File: config.mk
export PLATFORM = sky130hd
export DESIGN_NAME = acc_alu
export DESIGN_NICKNAME = d
export VERILOG_FILES = /design/src/rtl/acc_alu_pkg.sv /design/src/rtl/acc_alu_addsub.sv /design/src/rtl/acc_alu_logshift.sv /design/src/rtl/acc_alu.sv
export SDC_FILE = /design/constraint.sdc
export NUM_CORES = 1
export LEC_CHECK = 0
export BUFFER_PORTS_ARGS = -buffer_cell sky130_fd_sc_hd__buf_4
export CORE_MARGIN = 1.5
export CORE_UTILIZATION = 55
export DETAILED_ROUTE_END_ITERATION = 16
export PLACE_DENSITY_LB_ADDON = 0.15
export REMOVE_ABC_BUFFERS = 1
export SKIP_LAST_GASP = 1
export SYNTH_ARGS = -nofsm -noshare
export SYNTH_HDL_FRONTEND = slang
export SYNTH_SLANG_ARGS = --single-unit
File: constraint.sdc
create_clock -name clk -period 6.1 [get_ports clk]
set_input_delay 0.305 -clock clk [delete_from_list [all_inputs] [get_ports clk]]
set_output_delay 0.305 -clock clk [all_outputs]
set_load 0.05 [all_outputs]
File: src/rtl/acc_alu_pkg.sv
// Package: shared width and the operation encoding for the accumulator ALU.
// Assumes an 8-bit datapath made of two packed-decimal digits.
package acc_alu_pkg;
    localparam int DATA_W = 8;
    localparam int NIB_W  = DATA_W / 2;
    localparam int OP_W   = 4;

    typedef enum logic [OP_W-1:0] {
        OP_ADD = 4'd0,
        OP_SUB = 4'd1,
        OP_CMP = 4'd2,
        OP_AND = 4'd3,
        OP_OR  = 4'd4,
        OP_XOR = 4'd5,
        OP_BIT = 4'd6,
        OP_ASL = 4'd7,
        OP_LSR = 4'd8,
        OP_ROL = 4'd9,
        OP_ROR = 4'd10,
        OP_INC = 4'd11,
        OP_DEC = 4'd12
    } alu_op_e;
endpackage

File: src/rtl/acc_alu_addsub.sv
// Module: combinational adder/subtractor with optional packed-decimal correction.
// Assumes 8-bit operands holding two BCD digits when bcd is set. Carry and
// overflow on subtract always come from the binary difference.
module acc_alu_addsub
    import acc_alu_pkg::*;
(
    input  logic [DATA_W-1:0] a,
    input  logic [DATA_W-1:0] b,
    input  logic              cin,
    input  logic              bcd,
    input  logic              sub,
    output logic [DATA_W-1:0] sum,
    output logic              cout,
    output logic              ovf
);
    logic [DATA_W:0]   bin_add;
    logic [DATA_W:0]   bin_sub;
    logic [DATA_W+1:0] dec_add;
    logic [NIB_W:0]    lo_d;
    logic [NIB_W:0]    hi_d;
    logic [NIB_W:0]    lo_s;
    logic [NIB_W:0]    hi_s;

    // Binary sum and difference (difference as a + ~b + cin; bit 8 = no borrow).
    always_comb begin
        bin_add = {1'b0, a} + {1'b0, b} + {{DATA_W{1'b0}}, cin};
        bin_sub = {1'b0, a} + {1'b0, ~b} + {{DATA_W{1'b0}}, cin};
    end

    // Decimal add: low digit adjust, then high digit adjust past 0x9F.
    always_comb begin
        lo_d = {1'b0, a[NIB_W-1:0]} + {1'b0, b[NIB_W-1:0]} + {{NIB_W{1'b0}}, cin};
        if (lo_d >= 5'd10) lo_d = (lo_d - 5'd10) | 5'h10;
        dec_add = {5'b0, lo_d} + {2'b0, a[DATA_W-1:NIB_W], 4'b0}
                               + {2'b0, b[DATA_W-1:NIB_W], 4'b0};
        if (dec_add > 10'h09F) dec_add = dec_add + 10'h060;
    end

    // Decimal subtract: per-digit difference with borrow fix-ups.
    always_comb begin
        lo_s = {1'b0, a[NIB_W-1:0]} - {1'b0, b[NIB_W-1:0]} - 5'd1 + {{NIB_W{1'b0}}, cin};
        hi_s = {1'b0, a[DATA_W-1:NIB_W]} - {1'b0, b[DATA_W-1:NIB_W]};
        if (lo_s[NIB_W]) begin
            lo_s = lo_s - 5'd6;
            hi_s = hi_s - 5'd1;
        end
        if (hi_s[NIB_W]) hi_s = hi_s - 5'd6;
    end

    // Output select between add/subtract and binary/decimal.
    always_comb begin
        if (sub) begin
            sum  = bcd ? {hi_s[NIB_W-1:0], lo_s[NIB_W-1:0]} : bin_sub[DATA_W-1:0];
            cout = bin_sub[DATA_W];
            ovf  = (a[DATA_W-1] ^ bin_sub[DATA_W-1]) & (a[DATA_W-1] ^ b[DATA_W-1]);
        end else if (bcd) begin
            sum  = dec_add[DATA_W-1:0];
            cout = |dec_add[DATA_W+1:DATA_W];
            ovf  = (a[DATA_W-1] ^ dec_add[DATA_W-1]) & (b[DATA_W-1] ^ dec_add[DATA_W-1]);
        end else begin
            sum  = bin_add[DATA_W-1:0];
            cout = bin_add[DATA_W];
            ovf  = (a[DATA_W-1] ^ bin_add[DATA_W-1]) & (b[DATA_W-1] ^ bin_add[DATA_W-1]);
        end
    end
endmodule

File: src/rtl/acc_alu_logshift.sv
// Module: combinational bitwise logic, shifts, rotates and increment/decrement.
// Assumes unary operations act on a; the carry out is meaningful only for shifts.
module acc_alu_logshift
    import acc_alu_pkg::*;
(
    input  alu_op_e           op,
    input  logic [DATA_W-1:0] a,
    input  logic [DATA_W-1:0] b,
    input  logic              cin,
    output logic [DATA_W-1:0] res,
    output logic              cout
);
    // Per-operation result and shifted-out bit.
    always_comb begin
        res  = '0;
        cout = 1'b0;
        case (op)
            OP_AND, OP_BIT: res = a & b;
            OP_OR:          res = a | b;
            OP_XOR:         res = a ^ b;
            OP_ASL: begin res = {a[DATA_W-2:0], 1'b0}; cout = a[DATA_W-1]; end
            OP_LSR: begin res = {1'b0, a[DATA_W-1:1]}; cout = a[0];        end
            OP_ROL: begin res = {a[DATA_W-2:0], cin};  cout = a[DATA_W-1]; end
            OP_ROR: begin res = {cin, a[DATA_W-1:1]};  cout = a[0];        end
            OP_INC:         res = a + 8'd1;
            OP_DEC:         res = a - 8'd1;
            default: ;
        endcase
    end
endmodule

File: src/rtl/acc_alu.sv
// Module: single-stage registered ALU for an 8-bit accumulator machine.
// Decodes the operation, picks the arithmetic or logic path, builds the flag
// values and their write-enables, and registers everything for one cycle.
// Assumes a synchronous active-low reset and one request per cycle at most.
module acc_alu
    import acc_alu_pkg::*;
(
    input  logic              clk,
    input  logic              rst_n,
    input  logic              in_valid,
    input  logic [OP_W-1:0]   op_code,
    input  logic [DATA_W-1:0] opnd_a,
    input  logic [DATA_W-1:0] opnd_b,
    input  logic              carry_in,
    input  logic              bcd_en,
    output logic              out_valid,
    output logic [DATA_W-1:0] result,
    output logic              res_we,
    output logic              flag_n,
    output logic              flag_z,
    output logic              flag_c,
    output logic              flag_v,
    output logic              we_n,
    output logic              we_z,
    output logic              we_c,
    output logic              we_v
);
    alu_op_e           op;
    logic              is_cmp;
    logic [DATA_W-1:0] as_sum;
    logic              as_c;
    logic              as_v;
    logic [DATA_W-1:0] ls_res;
    logic              ls_c;
    logic [DATA_W-1:0] nx_res;
    logic              nx_rw, nx_wn, nx_wz, nx_wc, nx_wv;
    logic              nx_n, nx_z, nx_c, nx_v;
    logic              raw_c, raw_v;

    assign op     = alu_op_e'(op_code);
    assign is_cmp = (op == OP_CMP);

    acc_alu_addsub u_addsub (
        .a    (opnd_a),
        .b    (opnd_b),
        .cin  (is_cmp ? 1'b1 : carry_in),
        .bcd  (bcd_en & ~is_cmp),
        .sub  (op != OP_ADD),
        .sum  (as_sum),
        .cout (as_c),
        .ovf  (as_v)
    );

    acc_alu_logshift u_logshift (
        .op   (op),
        .a    (opnd_a),
        .b    (opnd_b),
        .cin  (carry_in),
        .res  (ls_res),
        .cout (ls_c)
    );

    // Operation decode: result source and which outputs are written.
    always_comb begin
        nx_res = '0;
        nx_rw  = 1'b0;
        nx_wn  = 1'b0; nx_wz = 1'b0; nx_wc = 1'b0; nx_wv = 1'b0;
        raw_c  = 1'b0; raw_v = 1'b0;
        if (in_valid) begin
            case (op)
                OP_ADD, OP_SUB: begin
                    nx_res = as_sum; nx_rw = 1'b1;
                    nx_wn = 1'b1; nx_wz = 1'b1; nx_wc = 1'b1; nx_wv = 1'b1;
                    raw_c = as_c; raw_v = as_v;
                end
                OP_CMP: begin
                    nx_res = as_sum;
                    nx_wn = 1'b1; nx_wz = 1'b1; nx_wc = 1'b1;
                    raw_c = as_c;
                end
                OP_AND, OP_OR, OP_XOR, OP_INC, OP_DEC: begin
                    nx_res = ls_res; nx_rw = 1'b1;
                    nx_wn = 1'b1; nx_wz = 1'b1;
                end
                OP_BIT: begin
                    nx_res = ls_res;
                    nx_wn = 1'b1; nx_wz = 1'b1; nx_wv = 1'b1;
                    raw_v = opnd_b[DATA_W-2];
                end
                OP_ASL, OP_LSR, OP_ROL, OP_ROR: begin
                    nx_res = ls_res; nx_rw = 1'b1;
                    nx_wn = 1'b1; nx_wz = 1'b1; nx_wc = 1'b1;
                    raw_c = ls_c;
                end
                default: ;
            endcase
        end
    end

    // Flag values, forced to zero where the enable is low.
    always_comb begin
        nx_n = nx_wn & ((op == OP_BIT) ? opnd_b[DATA_W-1] : nx_res[DATA_W-1]);
        nx_z = nx_wz & (nx_res == '0);
        nx_c = nx_wc & raw_c;
        nx_v = nx_wv & raw_v;
    end

    // Output register stage with synchronous clear.
    always_ff @(posedge clk) begin
        if (!rst_n) begin
            out_valid <= 1'b0; result <= '0; res_we <= 1'b0;
            flag_n <= 1'b0; flag_z <= 1'b0; flag_c <= 1'b0; flag_v <= 1'b0;
            we_n <= 1'b0; we_z <= 1'b0; we_c <= 1'b0; we_v <= 1'b0;
        end else begin
            out_valid <= in_valid; result <= nx_res; res_we <= nx_rw;
            flag_n <= nx_n; flag_z <= nx_z; flag_c <= nx_c; flag_v <= nx_v;
            we_n <= nx_wn; we_z <= nx_wz; we_c <= nx_wc; we_v <= nx_wv;
        end
    end


    out_valid_follow_chk: assert property (@(posedge clk) disable iff (!rst_n)
        in_valid |=> out_valid);


    idle_quiet_chk: assert property (@(posedge clk) disable iff (!rst_n)
        !out_valid |-> !(res_we | we_n | we_z | we_c | we_v));


    unwritten_zero_chk: assert property (@(posedge clk) disable iff (!rst_n)
        !((!we_n && flag_n) || (!we_z && flag_z) || (!we_c && flag_c) || (!we_v && flag_v)));


    zero_flag_chk: assert property (@(posedge clk) disable iff (!rst_n)
        we_z |-> (flag_z == (result == '0)));


    cmp_no_write_chk: assert property (@(posedge clk) disable iff (!rst_n)
        (in_valid && op_code == OP_CMP) |=> (!res_we && !we_v && we_c));


    incdec_nz_only_chk: assert property (@(posedge clk) disable iff (!rst_n)
        (in_valid && (op_code == OP_INC || op_code == OP_DEC)) |=> (!we_c && !we_v && we_n && we_z));
endmodule

# == Word level (Yosys, flattened, before mapping) ==
# Cells that the tools add are included.
# op_classes
add_sub_neg,19
mul,0
div_mod_pow,0
n_lt_le_gt_ge,2
eq_ne,12
shifts,0
mux,29
bitwise,19
n_reduce_logical,16
# op_table
op,count
8-bit case mux with 9 select lines,1
8-bit two-way mux,4
"4-bit == test, second input constant",5
8-bit by 8-bit adder with 9-bit output,2
9-bit by 1-bit adder with 9-bit output,2
"4-bit by 3-bit == test with 1-bit output, second input constant",4
8-bit case mux with 2 select lines,1
1-bit two-way mux,15
13-bit OR reduction,1
11-bit OR reduction,1
"10-bit by 7-bit adder with 10-bit output, second input constant",1
10-bit by 8-bit adder with 10-bit output,1
5-bit by 1-bit adder with 5-bit output,2
"10-bit by 8-bit > comparator with 1-bit output, second input constant",1
10-bit two-way mux,1
5-bit two-way mux,2
10-bit OR reduction,1
2-bit OR reduction,5
4-bit by 4-bit subtractor with 5-bit output,2
"5-bit by 1-bit subtractor with 5-bit output, second input constant",2
5-bit by 8-bit adder with 9-bit output,1
"8-bit by 1-bit adder with 8-bit output, second input constant",1
1-bit AND,8
8-bit AND,1
21 further kinds,32
# word_totals
ff_bits,17
latchBits,0
ramBits,0
rom_bits,0
elab_cells,107
n_memories,0

# == Longest topological paths before layout ==
# Gate-level depths: netlist of run 1.
# depth
depth_word,16
mapped_depth,24

# == Hierarchy ==
# From an unflattened synthesis of run 1, not the netlist that was laid out.
# hier_totals
cells_unflattened,493
hier_area_um2,3746.1
# by_module_without_submodules
module,n_inst,cells_per_inst,area_each_um2,seq_area_each_um2
acc_alu_addsub,1,231,1730.4,0.0
acc_alu_logshift,1,159,1114.8,0.0
acc_alu,1,103,900.9,340.3

# == Worst setup path after synthesis of run 1 ==
# OpenSTA, ideal clock, no wires.
# synth_path
path_type,input -> register
startpoint,input port op_code[3]
endpoint,register flag_z
setup_time_ns,0.103
t_arrival_ns,5.147
slack_ns,0.849
cell_stages,24
path_cell_list,buf_2 -> nor4b_2 -> nor2_1 -> fa_1 -> fa_1 -> xor2_1 -> ha_1 -> nand2_1 -> a31oi_1 -> inv_1 -> ha_1 -> ha_1 -> inv_1 -> fa_1 -> xnor2_2 -> inv_2 -> a221oi_4 -> nor2_2 -> a41oi_2 -> xnor2_1 -> o31a_1 -> a31oi_2 -> nand2_1 -> a2111oi_2
# synth_between
elab_chain_len,15
elab_cells_between_ends,48
classes_between,add/sub (10); order compare (2); eq/ne (12); mux (14); bitwise (3); reduce/logical (7)
# synth_rtl
element,line_no,text
start: declaration,acc_alu.sv:11,"input logic [OP_W-1:0] op_code,"
4-bit by 2-bit == test with 1-bit output,"acc_alu.sv:41, acc_alu.sv:70",
1-bit two-way mux,acc_alu.sv:46,".cin (is_cmp ? 1'b1 : carry_in),"
5-bit by 1-bit adder with 5-bit output,acc_alu_addsub.sv:32,"lo_d = {1'b0, a[NIB_W-1:0]} + {1'b0, b[NIB_W-1:0]} + {{NIB_W{1'b0}}, cin};"
4-bit subtractor / 5-bit by 4-bit >= comparator with 1-bit output (equally long branches),acc_alu_addsub.sv:33,if (lo_d >= 5'd10) lo_d = (lo_d - 5'd10) | 5'h10;
5-bit two-way mux,acc_alu_addsub.sv:33,
5-bit by 8-bit adder with 9-bit output,acc_alu_addsub.sv:34,"dec_add = {5'b0, lo_d} + {2'b0, a[DATA_W-1:NIB_W], 4'b0}"
10-bit by 8-bit adder with 10-bit output,acc_alu_addsub.sv:35,"+ {2'b0, b[DATA_W-1:NIB_W], 4'b0};"
10-bit by 7-bit adder with 10-bit output / 10-bit by 8-bit > comparator with 1-bit output (equally long branches),acc_alu_addsub.sv:36,if (dec_add > 10'h09F) dec_add = dec_add + 10'h060;
10-bit two-way mux,acc_alu_addsub.sv:36,
8-bit two-way mux,acc_alu_addsub.sv:56,end else if (bcd) begin
8-bit two-way mux,acc_alu_addsub.sv:52,if (sub) begin
8-bit case mux with 2 select lines,acc_alu.sv:70,case (op)
8-bit two-way mux,acc_alu.sv:69,if (in_valid) begin
8-bit logical NOT,acc_alu.sv:103,nx_z = nx_wz & (nx_res == '0);
1-bit AND *,acc_alu.sv:103,
end signal: assignment,acc_alu.sv:116,flag_n <= nx_n; flag_z <= nx_z; flag_c <= nx_c; flag_v <= nx_v;
end: declaration,acc_alu.sv:20,"output logic flag_z,"
# Every way passes the cells marked *; elsewhere a longest branch is shown, timed or not.
# A chain may end at the register's enable or synchronous reset.

# == Worst setup path after layout of run 1 ==
# layout_path
startpoint,input port op_code[1]
endpoint,register flag_z
# Same word-level chain as after synthesis.

==> impl_metrics.json, run 1 <==
{
  "diodes": 0,
  "grt_pass1_vias": 3108,
  "crit_end": "flag_z$_SDFF_PN0_",
  "synth-seq-area-share_pct": 10.6,
  "fin_area_um2": 3590,
  "start_util_pct": 57.6,
  "fillers": 534,
  "avgSynthCellArea_um2": 7.57,
  "ys_types": 71,
  "drt_iter0_markers": 322,
  "die_w_um": 79.4,
  "yosys.area.top_type": "ha_1",
  "clock-sinks": 17,
  "layout.cells.most_common_list": "buf_4 (44), ha_1 (42), nor2_1 (41)",
  "synth-seq-cells": 17,
  "hold_violations": 0,
  "slew_viol_final": 0,
  "avgRoutedWirePerCell_um": 17.5,
  "path_class": "in2reg",
  "setup_violations": 0,
  "place_area_um2": 3540,
  "start_kind": "input pin",
  "cts_setup_buffers": 0,
  "synth_top_area_share_pct": 16.4,
  "async_reset_ff_share_pct": 0,
  "p_total_uw": 608,
  "gp_congestion": 0.956,
  "min_period_ps": 5500,
  "outcome": "complete, no violations",
  "synth_area_leaders": "ha_1 (16%), dfxtp_1 (11%), xnor2_1 (6.0%)",
  "grt_max_degree": 33,
  "setup_slack_ps": 599,
  "cts_resized": 0,
  "gr-usage-all-layers_pct": 30.2,
  "place_ws_ps": 364,
  "cts_made_buffers": 3,
  "arrival_ps": 5650,
  "fin_nets": 529,
  "worst_pin_slew_ps": 882,
  "drt_pass1_iterations": 5,
  "hpwlAfterDp_um": 7430,
  "grt_antenna_before_repair": 0,
  "ant_nets": 0,
  "dieArea_um2": 6300,
  "fmaxAchievable_mhz": 182,
  "htree_levels": 1,
  "powerDensity_nw_per_um2": 170,
  "tns_ps": 0,
  "end_kind": "flip-flop",
  "p_leak_uw": 0.00160,
  "synthesis.area_um2": 3210,
  "cts_buffer_depth": 2,
  "core_um2": 5570,
  "syn_inst": 424,
  "syn2layout_area_growth_pct": 11.8,
  "cap_violations": 0,
  "yosysWarnings": 0,
  "grt_pass1_wl_um": 14900,
  "crit_path_max_fanout": 20,
  "min_from": "in_valid",
  "hp-class": "in2reg",
  "portBuffers": 42,
  "ir_drop_mv": 0.137,
  "cts_root_buf": "clkbuf_8",
  "routed_wl_um": 9200,
  "avgViaCountPerCell": 6.12,
  "maxSlewHeadroom_pct": 41.0,
  "die_y_um": 79.4,
  "cts.hold.buffers_added": 0,
  "startpoint": "op_code[1]",
  "finalCritPeriodShare_pct": 90.2,
  "rsz0062_at_grt": "false",
  "synth-edff-count": 0,
  "num_vias": 3219,
  "cts_tree": "built",
  "drcViolationCount": 0,
  "io_pins": 43,
  "overflow": 0,
  "required_ps": 6250,
  "clkTransAtPathRegs_ps": 60,
  "core.rowCount": 27,
  "ys.flop_type": "dfxtp_1",
  "drive_above_1_share_pct": 15.0,
  "layout_commonest_cell": "buf_4"
}
critical path: stages:
cell and delay (ps):
buf_4 200, nor4b_2 310, nor2_1 130, fa_1 410
fa_1 410, xor2_1 250, ha_1 230, nand2_1 60
a31oi_1 260, inv_1 90, ha_1 210, ha_1 300
inv_1 60, fa_1 450, xnor2_2 220, inv_2 90
a221oi_4 330, nor2_2 90, a41oi_2 220, xnor2_1 110
o31a_1 250, a31oi_2 220, nand2_1 100, a2111oi_2 360
power breakdown:
| part | internal, uW | total, uW | switching [uW] |
|---|---|---|---|
| combinational | 164 | 407 | 243 |
| sequential | 116 | 118 | 1.43 |
| clock | 45.9 | 83.6 | 37.6 |
cell usage after synthesis (5+ instances only):
master	instances
nand2_1	36
xor2_1	7
o21bai_1	6
clkbuf_1	7
inv_1	33
buf_2	6
mux2i_1	7
nor2_1	41
nand3_1	12
ha_1	42
a21oi_1	24
fa_1	7
nor3_1	9
a22oi_1	8
a221oi_1	5
xnor2_1	22
a31oi_1	7
dfxtp_1	17
o21ai_0	18
nand2b_1	15
nor2b_1	8
o22ai_1	7
per-layer routing:
metal	global-route usage, %	vias to the layer above	share of wire, %
met1	40.4	1476	43
met4	8.25	0	1.5
met2	51.2	153	46
met5	0	-	0
met3	3.66	15	9.4
li1	-	1575	-
logic make-up after synthesis:
logic type	synth area share, %
AOI/OAI and AO/OA	27.2
xor gates and xnor gates	8.42
adders and majority gates	20.7
buffers and inverters	6.78
DFF	10.6
muxes	4.29
and+or+nand+nor	22.0
per-stage QoR:
step | utilization, % | std cells | hold slack, ps
global placement | 63.5 | 522 | 513
finish | 64.4 | 526 | 252
detailed placement | 63.5 | 522 | 517
global route | 64.4 | 526 | 255
floorplan | - | 406 | 394
CTS | 64.4 | 526 | 254
sequential cells by signal, indices dropped and copies added (netlist names):
signal / flops
res_we: 1
we_v: 1
flag_c: 1
flag_v: 1
we_c: 1
we_z: 1
result: 8
flag_z: 1
out_valid: 1
flag_n: 1
worst min path at each step:
stage	end	slack, ps	cells past startpoint
6_report	flag_z$_SDFF_PN0_	250	2
5_1_grt	flag_z$_SDFF_PN0_	250	2
4_1_cts	flag_z$_SDFF_PN0_	250	2
3_5_place_dp	flag_z$_SDFF_PN0_	520	2
3_3_place_gp	flag_z$_SDFF_PN0_	510	2
2_1_floorplan	we_v$_SDFF_PN0_	390	1
layout make-up:
type	count	area, um^2	area share (%)
Tap cell	72	90.1	2.51
Sequential cell	17	340	9.48
Multi-Input combinational cell	355	2650	73.9
Inverter	34	128	3.56
Clock buffer	3	41.3	1.15
Timing Repair Buffer	44	330	9.20
Clock inverter	1	7.51	0.209
Note: power is estimated with default switching activity, not from simulation.
==> inputs of run 2 (changes only) <==
--- a/config.mk
+++ b/config.mk
@@ -12,4 +12,5 @@
 export PLACE_DENSITY_LB_ADDON = 0.15
 export REMOVE_ABC_BUFFERS = 1
+export SKIP_CTS_REPAIR_TIMING = 1
 export SKIP_LAST_GASP = 1
 export SYNTH_ARGS = -nofsm -noshare
==> constraint.sdc (replaced) <==
create_clock -name clk -period 6.1 [get_ports clk]
set_input_delay 1.83 -clock clk [delete_from_list [all_inputs] [get_ports clk]]
set_output_delay 1.83 -clock clk [all_outputs]
set_load 0.05 [all_outputs]
==> run 2 against run 1 <==
Highest routed layer unchanged. Die area unchanged. Largest power group unchanged. Core utilization rose by 9.2 points. Via count grew 11%. Largest cell class unchanged. The flow now finishes with violations (negative setup slack).
==> impl_metrics.json, run 2 (synthesized netlist as in run 1, its figures left out) <==
{
  "outcome": "finished, violations left",
  "violations": "negative setup slack",
  "cts_made_buffers": 3,
  "crit_chain": "buf_8, nor4b_4, nor2_2, fa_2, fa_2, xor2_2, ha_2, nand2_2, a31oi_4, inv_2, ha_4, nand3_1, xnor2_1, ha_1, a21oi_1, o21ai_0, buf_4, a21o_2, a41oi_2, xnor2_2, o31a_1, a31oi_2, nand2_2, a2111oi_4",
  "worst_pin_slew_ps": 801,
  "arrival_ps": 6580,
  "avgRoutedWirePerCell_um": 18.4,
  "start_kind": "input pin",
  "cts_root_buf": "clkbuf_8",
  "grt_max_degree": 33,
  "dp.cells": 565,
  "grt_antenna_before_repair": 0,
  "grt_pass1_vias": 3235,
  "p_leak_uw": 0.00184,
  "fin_nets": 573,
  "cpMaxStageDelayCell": "fa_2",
  "rsz0062_at_grt": "true",
  "die_w_um": 79.4,
  "syn2layout_area_growth_pct": 27.8,
  "end_kind": "flip-flop",
  "layout_commonest_cell": "buf_4",
  "fmaxAchievable_mhz": 155,
  "path_class": "in2reg",
  "ant_nets": 0,
  "start_util_pct": 57.6,
  "clock-sinks": 17,
  "maxSlewHeadroom_pct": 46.5,
  "slew_viol_final": 0,
  "layout.cells.most_common_list": "buf_4 (86), nor2_1 (39), ha_1 (37)",
  "gp_congestion": 1.00,
  "required_ps": 6250,
  "clkTransAtPathRegs_ps": 60,
  "hp-class": "in2reg",
  "crit_path_max_fanout": 4,
  "setup_violations": 6,
  "io_pins": 43,
  "drcViolationCount": 0,
  "place_area_um2": 3860,
  "core_um2": 5570,
  "p_total_uw": 719,
  "cap_violations": 0,
  "drt_pass1_iterations": 6,
  "drt_iter0_markers": 423,
  "powerDensity_nw_per_um2": 175,
  "cts_buffer_depth": 2,
  "num_vias": 3571,
  "min_period_ps": 6430,
  "gr-usage-all-layers_pct": 32.8,
  "place_ws_ps": -1060,
  "overflow": 0,
  "cpPeakStageDelay_ps": 390,
  "fin_area_um2": 4100,
  "ir_drop_mv": 0.137,
  "hpwlAfterDp_um": 8100,
  "avgViaCountPerCell": 6.26,
  "cts_tree": "built",
  "finalCritPeriodShare_pct": 105,
  "hold_violations": 0,
  "htree_levels": 1,
  "diodes": 0,
  "routed_wl_um": 10500,
  "regMostFlops": "result",
  "fin_cells": 570,
  "die_y_um": 79.4,
  "core.rowCount": 27,
  "drive_above_1_share_pct": 27.5,
  "holdWs_ps": 1800,
  "largest_register_ffs": 8,
  "grt_pass1_wl_um": 16100,
  "dieArea_um2": 6300,
  "portBuffers": 42,
  "setup_slack_ps": -335,
  "fillers": 457
}
-- run 2: cell types whose count changed in the layout (fill, tap and decap cells not counted), sizes merged --
cell,delta
buf,+44
clkbuf,+1
clkinvlp,-1
-- run 2: path summary, 6_finish.rpt --
check	start	depth (start not counted)	slack (ps)	end
setup / recovery	op_code[3]	24	-330	flag_z$_SDFF_PN0_
hold / removal	in_valid	2	1800	flag_z$_SDFF_PN0_
-- run 2: report_power, final --
part | internal [uW] | leakage, uW | switching (uW) | total (uW)
clock network | 46.3 | 0.0000228 | 34.6 | 80.9
logic | 232 | 0.00168 | 288 | 520
registers | 116 | 0.000139 | 1.42 | 118
-- run 2: stage by stage --
stage | setup TNS [ps] | util [%]
after detailed placement | -5380 | 69.3
after floorplan | -1950 | -
after global routing | -2320 | 73.6
final | -944 | 73.6
after CTS | -3590 | 70.1
after global placement | -3910 | 69.3
-- run 2: area by class of cell --
type / instances / area (um^2) / share of cell area (%)
Clock buffer: 4 / 45.0 / 1.10
Multi-Input combinational cell: 355 / 2830 / 68.9
Sequential cell: 17 / 340 / 8.30
Inverter: 34 / 128 / 3.11
Tap cell: 72 / 90.1 / 2.20
Timing Repair Buffer: 88 / 672 / 16.4
-- run 2: per-layer routing --
metal,vias to the layer above,wire [um],track usage (%)
met5,-,0,0
met4,0,231,8.60
met3,23,1080,5.14
met2,198,5010,54.2
met1,1679,4190,44.4
li1,1671,-,-
-- run 2: worst max-delay path: cells and delay by family --
kind / cells / cell delay, ps
compound gates: 8 / 1780
fa+ha+maj: 5 / 1470
simple gates: 5 / 660
xor+xnor: 3 / 450
buf+inv: 3 / 360
